File: src/rtl/xcfg_pkg.sv
package xcfg_pkg;
  localparam int DATA_W = 8;
  localparam int WIN_W  = 16;
  localparam int BASE_W = 8;
  localparam int ADDR_W = BASE_W + WIN_W;

  localparam logic [WIN_W-1:0] OFS_PRE    = 16'h004A;
  localparam logic [WIN_W-1:0] OFS_COMMIT = 16'h0048;

  typedef enum logic [2:0] {
    RG_NONE = 3'd0,
    RG_CFG  = 3'd1,
    RG_RSVD = 3'd2,
    RG_DEV  = 3'd3,
    RG_CLK  = 3'd4,
    RG_CTRL = 3'd5,
    RG_ROM  = 3'd6
  } region_e;
endpackage

File: src/rtl/xcfg_win_decode.sv
module xcfg_win_decode
  import xcfg_pkg::*;
(
  input  logic             sel_i,
  input  logic [WIN_W-1:0] ofs_i,
  output region_e          region_o,
  output logic [2:0]       dev_idx_o
);
  logic [2:0] hi_blk;
  logic       unused_ofs;

  assign hi_blk     = ofs_i[10:8];
  assign unused_ofs = ^ofs_i[6:1];

  always_comb begin
    region_o  = RG_NONE;
    dev_idx_o = 3'd0;
    if (sel_i) begin
      if (ofs_i[15:12] != 4'h0) begin
        region_o = ofs_i[0] ? RG_NONE : RG_ROM;
      end else if (ofs_i[11]) begin
        if (hi_blk == 3'd7) begin
          region_o = RG_CTRL;
        end else if (hi_blk == 3'd6) begin
          region_o = RG_CLK;
        end else begin
          region_o  = RG_DEV;
          dev_idx_o = hi_blk;
        end
      end else if (ofs_i[10:7] == 4'h0) begin
        region_o = RG_CFG;
      end else begin
        region_o = RG_RSVD;
      end
    end
  end
endmodule

File: src/rtl/xcfg_nib_rom.sv
module xcfg_nib_rom #(
  parameter int                NIB_N = 64,
  parameter logic [NIB_N*4-1:0] TABLE = '0,
  localparam int               IDX_W = $clog2(NIB_N)
) (
  input  logic [IDX_W-1:0] idx_i,
  output logic [3:0]       nib_o
);
  logic [3:0] nib_arr [NIB_N];

  for (genvar i = 0; i < NIB_N; i++) begin : g_nib
    assign nib_arr[i] = TABLE[4*i +: 4];
  end

  assign nib_o = nib_arr[idx_i];
endmodule

File: src/rtl/xcfg_base_reg.sv
module xcfg_base_reg
  import xcfg_pkg::*;
(
  input  logic              clk_i,
  input  logic              rst_ni,
  input  logic              pre_wr_i,
  input  logic              commit_wr_i,
  input  logic [DATA_W-1:0] wdata_i,
  output logic              cfg_done_o,
  output logic [BASE_W-1:0] base_o
);
  always_ff @(posedge clk_i or negedge rst_ni) begin
    if (!rst_ni) begin
      cfg_done_o <= 1'b0;
      base_o     <= '0;
    end else if (!cfg_done_o) begin
      if (commit_wr_i) begin
        base_o     <= wdata_i;
        cfg_done_o <= 1'b1;
      end else if (pre_wr_i) begin
        base_o[3:0] <= wdata_i[7:4];
      end
    end
  end
endmodule

File: src/rtl/xcfg_base_latch.sv
module xcfg_base_latch
  import xcfg_pkg::*;
#(
  parameter logic [7:0]         CFG_BASE  = 8'hE8,
  parameter int                 NIB_N     = 64,
  parameter logic [NIB_N*4-1:0] CFG_TABLE = 256'h0123456789ABCDEFFEDCBA987654321013579BDF02468ACEF0E1D2C3B4A59687
) (
  input  logic        clk_i,
  input  logic        rst_ni,
  input  logic        as_i,
  input  logic        we_i,
  input  logic [23:0] addr_i,
  input  logic [7:0]  wdata_i,
  output logic [7:0]  rdata_o,
  output logic        cfg_done_o,
  output logic [7:0]  base_o,
  output logic        card_sel_o,
  output logic [2:0]  region_o,
  output logic [2:0]  dev_idx_o
);
  localparam int IDX_W = $clog2(NIB_N);

  logic [BASE_W-1:0] active_base;
  logic [WIN_W-1:0]  ofs;
  logic              wr_hit;
  logic              pre_wr;
  logic              commit_wr;
  region_e           region;
  logic [3:0]        nib;

  assign active_base = cfg_done_o ? base_o : CFG_BASE;
  assign card_sel_o  = as_i && (addr_i[ADDR_W-1:WIN_W] == active_base);
  assign ofs         = addr_i[WIN_W-1:0];
  assign wr_hit      = card_sel_o && we_i;
  assign pre_wr      = wr_hit && (ofs == OFS_PRE);
  assign commit_wr   = wr_hit && (ofs == OFS_COMMIT);

  xcfg_base_reg u_base (
    .clk_i       (clk_i),
    .rst_ni      (rst_ni),
    .pre_wr_i    (pre_wr),
    .commit_wr_i (commit_wr),
    .wdata_i     (wdata_i),
    .cfg_done_o  (cfg_done_o),
    .base_o      (base_o)
  );

  xcfg_win_decode u_dec (
    .sel_i     (card_sel_o),
    .ofs_i     (ofs),
    .region_o  (region),
    .dev_idx_o (dev_idx_o)
  );

  xcfg_nib_rom #(.NIB_N(NIB_N), .TABLE(CFG_TABLE)) u_rom (
    .idx_i (ofs[IDX_W:1]),
    .nib_o (nib)
  );

  assign region_o = region;
  assign rdata_o  = (region == RG_CFG && !we_i) ? {nib, 4'h0} : 8'h00;
endmodule

File: config.mk
export PLATFORM = sky130hd
export DESIGN_NAME = xcfg_base_latch
export DESIGN_NICKNAME = d
export VERILOG_FILES = /design/src/rtl/xcfg_pkg.sv /design/src/rtl/xcfg_win_decode.sv /design/src/rtl/xcfg_nib_rom.sv /design/src/rtl/xcfg_base_reg.sv /design/src/rtl/xcfg_base_latch.sv
export SDC_FILE = /design/constraint.sdc
export NUM_CORES = 1
export LEC_CHECK = 0
export ABC_AREA = 1
export BUFFER_PORTS_ARGS = -buffer_cell sky130_fd_sc_hd__clkbuf_2
export CAP_MARGIN = 20
export CORE_ASPECT_RATIO = 0.7
export CORE_MARGIN = 5
export CORE_UTILIZATION = 48
export CTS_CLUSTER_DIAMETER = 150
export DETAILED_ROUTE_END_ITERATION = 6
export HOLD_SLACK_MARGIN = 0.12
export PLACE_DENSITY = 0.85
export SLEW_MARGIN = 20
export SYNTH_ARGS = -nofsm -noshare
export SYNTH_HDL_FRONTEND = slang
export SYNTH_SLANG_ARGS = --single-unit
File: constraint.sdc
create_clock -name clk_i -period 4.4 [get_ports clk_i]
set_input_delay 0 -clock clk_i [delete_from_list [all_inputs] [get_ports clk_i]]
set_output_delay 0 -clock clk_i [all_outputs]
set_load 0.02 [all_outputs]
==> flow_summary.toml, run 1 <==
[outcome]
status = "finished clean"

[timing]
fin_skew_ns = 0.00110
tns_ns = 0
finalSetupViolations = 0
fin_crit_sh_pct = 53.5
post-route-min-period_ns = 2.36
final_hold_viol_count = 0
worst_slack_ns = 2.04
rsz0062_at_grt = "no"
fmax_mhz = 424
slew_viol_final = 0
tightestPinTransition_ns = 0.592
relSlewSlack_pct = 60.5

[flow_run]
maxCapViolations = 0

[setup_path]
crit_arrival_ns = 2.36
reg2reg_from = "u_base.cfg_done_o"
crit_path_start = "u_base.cfg_done_o"
crit_type = "register to output port"
reg2regPathDepth = 11
crit_path_end_kind = "output port"
worst_setup_path_start_kind = "register"
r2r-end = "u_base.base_o[0]"
rrSetupSlack_ns = 2.16
cp_max_fo = 14
cp.required_ns = 4.40

[layout]
nets = 288
n_antenna_cell = 0
syn_to_final_growth_pct = 34.6
final_layout_size_suffix_gt1_share_pct = 28.2
fill_cells = 213
utilization_pct = 68.3

[route]
firstDrtPassIters = 4
drt_iter0_drc = 55
ant_nets = 0
routedWlPerCell_um = 10.3
drc = 0
avgViaCountPerCell = 4.68
drt_wl_total_um = 2880
num_vias = 1310

[logic_synthesis]
synth.distinct_cells = 30
seq_area_frac_synth_pct = 20.4
synth_cells = 185
ys_seq_elements = 9
syn_area_um2 = 1100
ys_warn_count = 0
avgSynthCellArea_um2 = 5.96

[place]
gp_congestion = 0.862
dpl.hpwl_um = 2430
port_buffers = 55
dpl_worst_slack_ns = 2.17

[clock_network]
cts_root_buf = "clkbuf_4"
clock_path_buffers = 2
clock_latency_ns = 0.26
htreeDepth = 1
cts_num_sinks = 9
clk_pin_slew_worst_paths_ns = 0.06
cts_tree = "built"
cts_resized = 0
cts_buffers = 3

[floorplanning]
core-area_um2 = 2170
dieArea_um2 = 3370
start_util_pct = 50.7
num_rows = 14
die_h_um = 50.1
io_pins = 60
chipWidth_um = 67.3

[power]
ir_drop_mv = 0.128
powerDensity_nw_per_um2 = 141
p_leak_nw = 0.884

[global_routing]
first_global_vias = 1065
grt_max_degree = 15
grt_pass1_wl_um = 4570
track_usage_pct = 17.1
antenna_found_initial = 0
grt-ovfl-total = 0

[min_path]
holdCritPathClass = "input pin to async pin"
final cells by class:
cell class / instances / area, um^2 / share of cell area (%)
clock buffer: 4 / 26.3 / 1.77
inverter: 35 / 131 / 8.85
multi-input combinational: 136 / 696 / 46.9
sequential: 9 / 225 / 15.2
tap: 32 / 40.0 / 2.70
timing repair buffer: 64 / 365 / 24.6
stage by stage:
step,total power [W],hold WS (ns),instance area (um^2),instances
after global placement,0.000140,-0.140,1370,267
after CTS,0.000209,0.136,1480,280
final,0.000209,0.130,1480,280
after floorplan,0.000118,-0.296,1110,188
after detailed placement,0.000140,-0.137,1370,267
after global routing,0.000223,0.162,1480,280
flip-flops by register name, summed over array words and instances, names as in the netlist:
signal,count
u_base.cfg_done_o,1
u_base.base_o,8
timing repair:
item,CTS,global route
hold buffers,9,0
hold endpoints to repair,17,0
buffers inserted,0,0
layer usage:
layer | routed length, um | track usage (%)
met1 | 1330 | 25.6
met2 | 1240 | 25.0
met3 | 310 | 4.77
met4 | 0 | 1.01
met5 | 0 | 0
power by group:
group          total [W]  leakage (nW)  switching, W  internal (W)
Combinational  0.0000627         0.749     0.0000351     0.0000276
Clock          0.0000635        0.0150     0.0000285     0.0000349
Sequential     0.0000827         0.121             0     0.0000827
worst max-delay path, cell delays in order (launching register included):
cell and delay (ns):
dfrtp_1 0.58, inv_2 0.13, o21bai_1 0.15, nand2_1 0.06, nor2_1 0.08, nand2_1 0.07, nor2_2 0.48, nand4_2 0.24
nor2_1 0.14, clkbuf_2 0.18
worst max-delay path by stage:
stage and endpoint:
3_3_place_gp u_base.base_o[0], 2_1_floorplan dev_idx_o[0], 5_1_grt rdata_o[6], 6_report rdata_o[6]
3_5_place_dp u_base.base_o[0], 4_1_cts rdata_o[4]
Yosys cell counts:
cell type | count | area [um^2]
nand4_4 | 1 | 21.3
ha_1 | 3 | 37.5
clkbuf_1 | 1 | 3.75
inv_2 | 1 | 3.75
nand4_2 | 1 | 12.5
nor4_2 | 2 | 25.0
nor2_1 | 18 | 67.6
dfrtp_1 | 9 | 225
nand3_2 | 1 | 10.0
o21ai_1 | 4 | 20.0
nor3_2 | 1 | 10.0
nand2_1 | 55 | 206
a21oi_1 | 5 | 25.0
nor2_4 | 1 | 11.3
o21bai_1 | 1 | 7.51
buf_2 | 1 | 5.00
buf_6 | 2 | 22.5
inv_1 | 34 | 128
o31ai_1 | 2 | 15.0
nand3_1 | 13 | 65.1
conb_1 | 1 | 3.75
nor3_1 | 3 | 15.0
a31oi_1 | 1 | 6.26
nand3_4 | 1 | 17.5
nand4_1 | 5 | 31.3
o21ai_0 | 10 | 50.1
o211ai_1 | 1 | 7.51
buf_4 | 4 | 30.0
nand2_2 | 1 | 6.26
nor2_2 | 2 | 12.5
layout by cell type (no fill, tap or decap):
cell type	n
dlygate4sd3_1	9
inv_1	34
nand3_4	1
inv_2	1
nand3_1	13
o211ai_1	1
a31oi_1	1
nand4_2	1
dfrtp_1	9
nand2_1	55
o31ai_1	2
nor2_2	2
nor3_2	1
o21bai_1	1
nand3_2	1
clkbuf_1	1
clkbuf_2	55
nor2_4	1
nand2_2	1
ha_1	3
conb_1	4
nor4_2	2
o21ai_1	4
nor2_1	18
nor3_1	3
a21oi_1	5
o21ai_0	10
nand4_1	5
nand4_4	1
clkbuf_4	3
cell families (layout without fill, tap and decap cells):
| family | Yosys count | after routing | synth area share, % |
|---|---|---|---|
| fa+ha+maj | 3 | 3 | 3.41 |
| flops | 9 | 9 | 20.4 |
| buf+inv | 43 | 103 | 17.5 |
| simple gates | 105 | 105 | 46.4 |
| other cells | 1 | 4 | 0.340 |
| compound gates | 24 | 24 | 11.9 |
(Power assumes the default switching activity.)
==> run 2, diff against run 1 <==
ABC_AREA = 0   (was 1)
CORE_UTILIZATION = 43   (was 48)
PLACE_DENSITY = 0.8   (was 0.85)
clock period = 2.19 ns   (was 4.4 ns; I/O delays follow)
==> run 2 against run 1 <==
- the flow now finishes with violations (negative setup slack)
- non-clock buffer count grew 11
- setup slack lost 2.3 ns
- via count shrank 3.0%
- clock skew grew 0.0030 ns
- largest cell class unchanged
==> flow_summary.toml, run 2 <==
[outcome]
status = "finished, violations left"
violations = "negative setup slack"

[global_routing]
antenna_found_initial = 0
grt_pass1_wl_um = 5610
grt_max_degree = 13
grt-ovfl-total = 0
first_global_vias = 1213
track_usage_pct = 22.1

[min_path]
holdCritPathClass = "input pin to register"
hp-start = "addr_i[7]"
hold_depth = 5
whs_endpoint = "u_base.cfg_done_o"

[route]
num_vias = 1271
avgViaCountPerCell = 5.70
firstDrtPassIters = 4
ant_nets = 0
drt_wl_total_um = 3540
drt_iter0_drc = 32
drc = 0
routedWlPerCell_um = 15.9

[floorplanning]
dieArea_um2 = 3340
start_util_pct = 45.4
core-area_um2 = 2150
die_h_um = 49.9
num_rows = 14
chipWidth_um = 67.0
io_pins = 60

[place]
dp.cells = 208
dpl.hpwl_um = 2730
dpl_worst_slack_ns = -0.0598
dpl-instance-area_um2 = 1410
port_buffers = 55
gp_congestion = 0.823

[clock_network]
cts_num_sinks = 9
cts_root_buf = "clkbuf_4"
cts_tree = "built"
cts_buffers = 3
clk_pin_slew_worst_paths_ns = 0.06
clock_path_buffers = 2
clock_latency_ns = 0.27
htreeDepth = 1

[setup_path]
rrSetupSlack_ns = 0.07
crit_path_end_kind = "output port"
reg2reg_from = "u_base.base_o[1]"
worst_path_max_delay_cell = "or4b_4"
worst_setup_path_start_kind = "register"
crit_buf_inv = 2
r2r-end = "u_base.base_o[6]"
critPathMaxStageDelay_ns = 0.49
path_cells = "xor2_1 > or4b_4 > a2111oi_4 > o21ai_2 > buf_12 > nor4_4 > clkbuf_8"
cp_max_fo = 12
crit_family = "simple AND/OR/NAND/NOR gates"
crit_arrival_ns = 2.43
crit_type = "register to output port"
reg2regPathDepth = 6
cp.required_ns = 2.19

[timing]
rsz0062_at_grt = "yes"
tns_ns = -1.79
fin_crit_sh_pct = 111
final_hold_viol_count = 0
worst_slack_ns = -0.239
finalSetupViolations = 11
fmax_mhz = 412
slew_viol_final = 0
post-route-min-period_ns = 2.43
fin_skew_ns = 0.00411

[layout]
reg.largest.list = "u_base.base_o: 8 flops, u_base.cfg_done_o: 1 flops"
syn_to_final_growth_pct = 64.0
largest_register_ffs = 8
final_layout_size_suffix_gt1_share_pct = 45.0
fin_area_um2 = 1600
n_antenna_cell = 0
mostFrequentLayoutCell = "clkbuf_2"
largest-register = "u_base.base_o"
final_cell_mix = "44 x clkbuf_2, 17 x buf_4, 10 x dlygate4sd3_1"
nets = 231
final_cells = 223
fill_cells = 173

[logic_synthesis]
syn_area_um2 = 977
seq_area_frac_synth_pct = 23.0
synth_ff_type = "dfrtp_1"
postSynth.asyncResetShare_pct = 100
avgSynthCellArea_um2 = 8.28
yosysMostFrequentCell = "dfrtp_1"
synth.distinct_cells = 39
synthTopCellsByArea = "dfrtp_1 23%, mux2i_1 6.1%, mux2_2 4.6%"
ys_seq_elements = 9
yosysTopAreaCellShare_pct = 23.0
synth_cells = 118
synth_edf_count = 0
ys_warn_count = 0
ys_top_cells_by_count = "9 x dfrtp_1, 8 x a21oi_1, 7 x inv_1, 7 x nor2_1"
yosysTopAreaCell = "dfrtp_1"

[power]
seqPwrFrac_pct = 37.7
p_total_w = 0.000441
comb_power_share_pct = 31.6
swShare_pct = 32.4
ir_drop_mv = 0.334
powerDensity_nw_per_um2 = 275
p_leak_nw = 0.770
p_int_w = 0.000298
p_switching_w = 0.000143
clkPwrFrac_pct = 30.7

[flow_run]
maxCapViolations = 0
==> run 2: layer usage <==
metal	global-route usage [%]	vias up	wire (um)
li1	-	591	-
met1	23.6	608	1230
met2	41.0	56	1940
met3	5.45	16	227
met4	8.75	0	142
met5	0	-	0
==> run 2: tightest hold or removal path, stage by stage <==
cell	delay [ns]
clkbuf_2	0.08
nor3_1	0.05
nand2_1	0.12
or4_1	0.13
o21bai_1	0.06
==> run 2: logic make-up (layout without fill, tap and decap cells) <==
logic type      count (synthesis)  in the layout  share of synthesized area [%]
mux                            10             10                           10.8
other cells                     1              4                          0.384
simple gates                   44             44                           27.0
buf+inv                        16             86                           8.07
xor+xnor                        6              6                           5.38
fa+ha+maj                       3              3                           3.84
flops                           9              9                           23.0
compound gates                 29             29                           21.5
==> run 2: worst max path at each step <==
stage | start | endpoint | cells past startpoint
final | u_base.base_o[1] | rdata_o[4] | 7
after detailed placement | u_base.base_o[1] | dev_idx_o[1] | 7
after floorplan | u_base.base_o[1] | dev_idx_o[1] | 6
after global routing | u_base.base_o[1] | dev_idx_o[1] | 7
after global placement | u_base.base_o[1] | dev_idx_o[1] | 7
after CTS | u_base.base_o[1] | dev_idx_o[1] | 7
==> run 2: final cells by class <==
cell class / count / area, um^2 / area share, %
tap: 32 / 40.0 / 2.50
multi-input combinational: 96 / 773 / 48.2
timing repair buffer: 75 / 510 / 31.9
inverter: 7 / 26.3 / 1.64
sequential: 9 / 226 / 14.1
clock buffer: 4 / 26.3 / 1.64
==> run 2: timing repair <==
| action | CTS | global route |
|---|---|---|
| hold endpoints to repair | 17 | 0 |
| gates resized for setup | 10 | 15 |
| endpoints found under the setup margin | 15 | 15 |
| hold buffers | 10 | 0 |
| pin swaps | 1 | 0 |
| buffers inserted | 1 | 0 |
==> run 2: power by group through the flow <==
stage / Clock (W) / Sequential [W] / Combinational (W)
floorplan: 0 / 0.000169 / 0.0000684
global placement: 0 / 0.000169 / 0.000116
detailed placement: 0 / 0.000169 / 0.000122
CTS: 0.000137 / 0.000166 / 0.000136
global route: 0.000151 / 0.000166 / 0.000153
finish: 0.000136 / 0.000166 / 0.000139
==> run 2: through the flow <==
stage / hold slack [ns] / utilization, %
final: 0.196 / 74.4
after global routing: 0.219 / 74.4
after CTS: 0.190 / 73.4
after detailed placement: -0.126 / 65.4
after global placement: -0.134 / 65.4
after floorplan: -0.296 / -
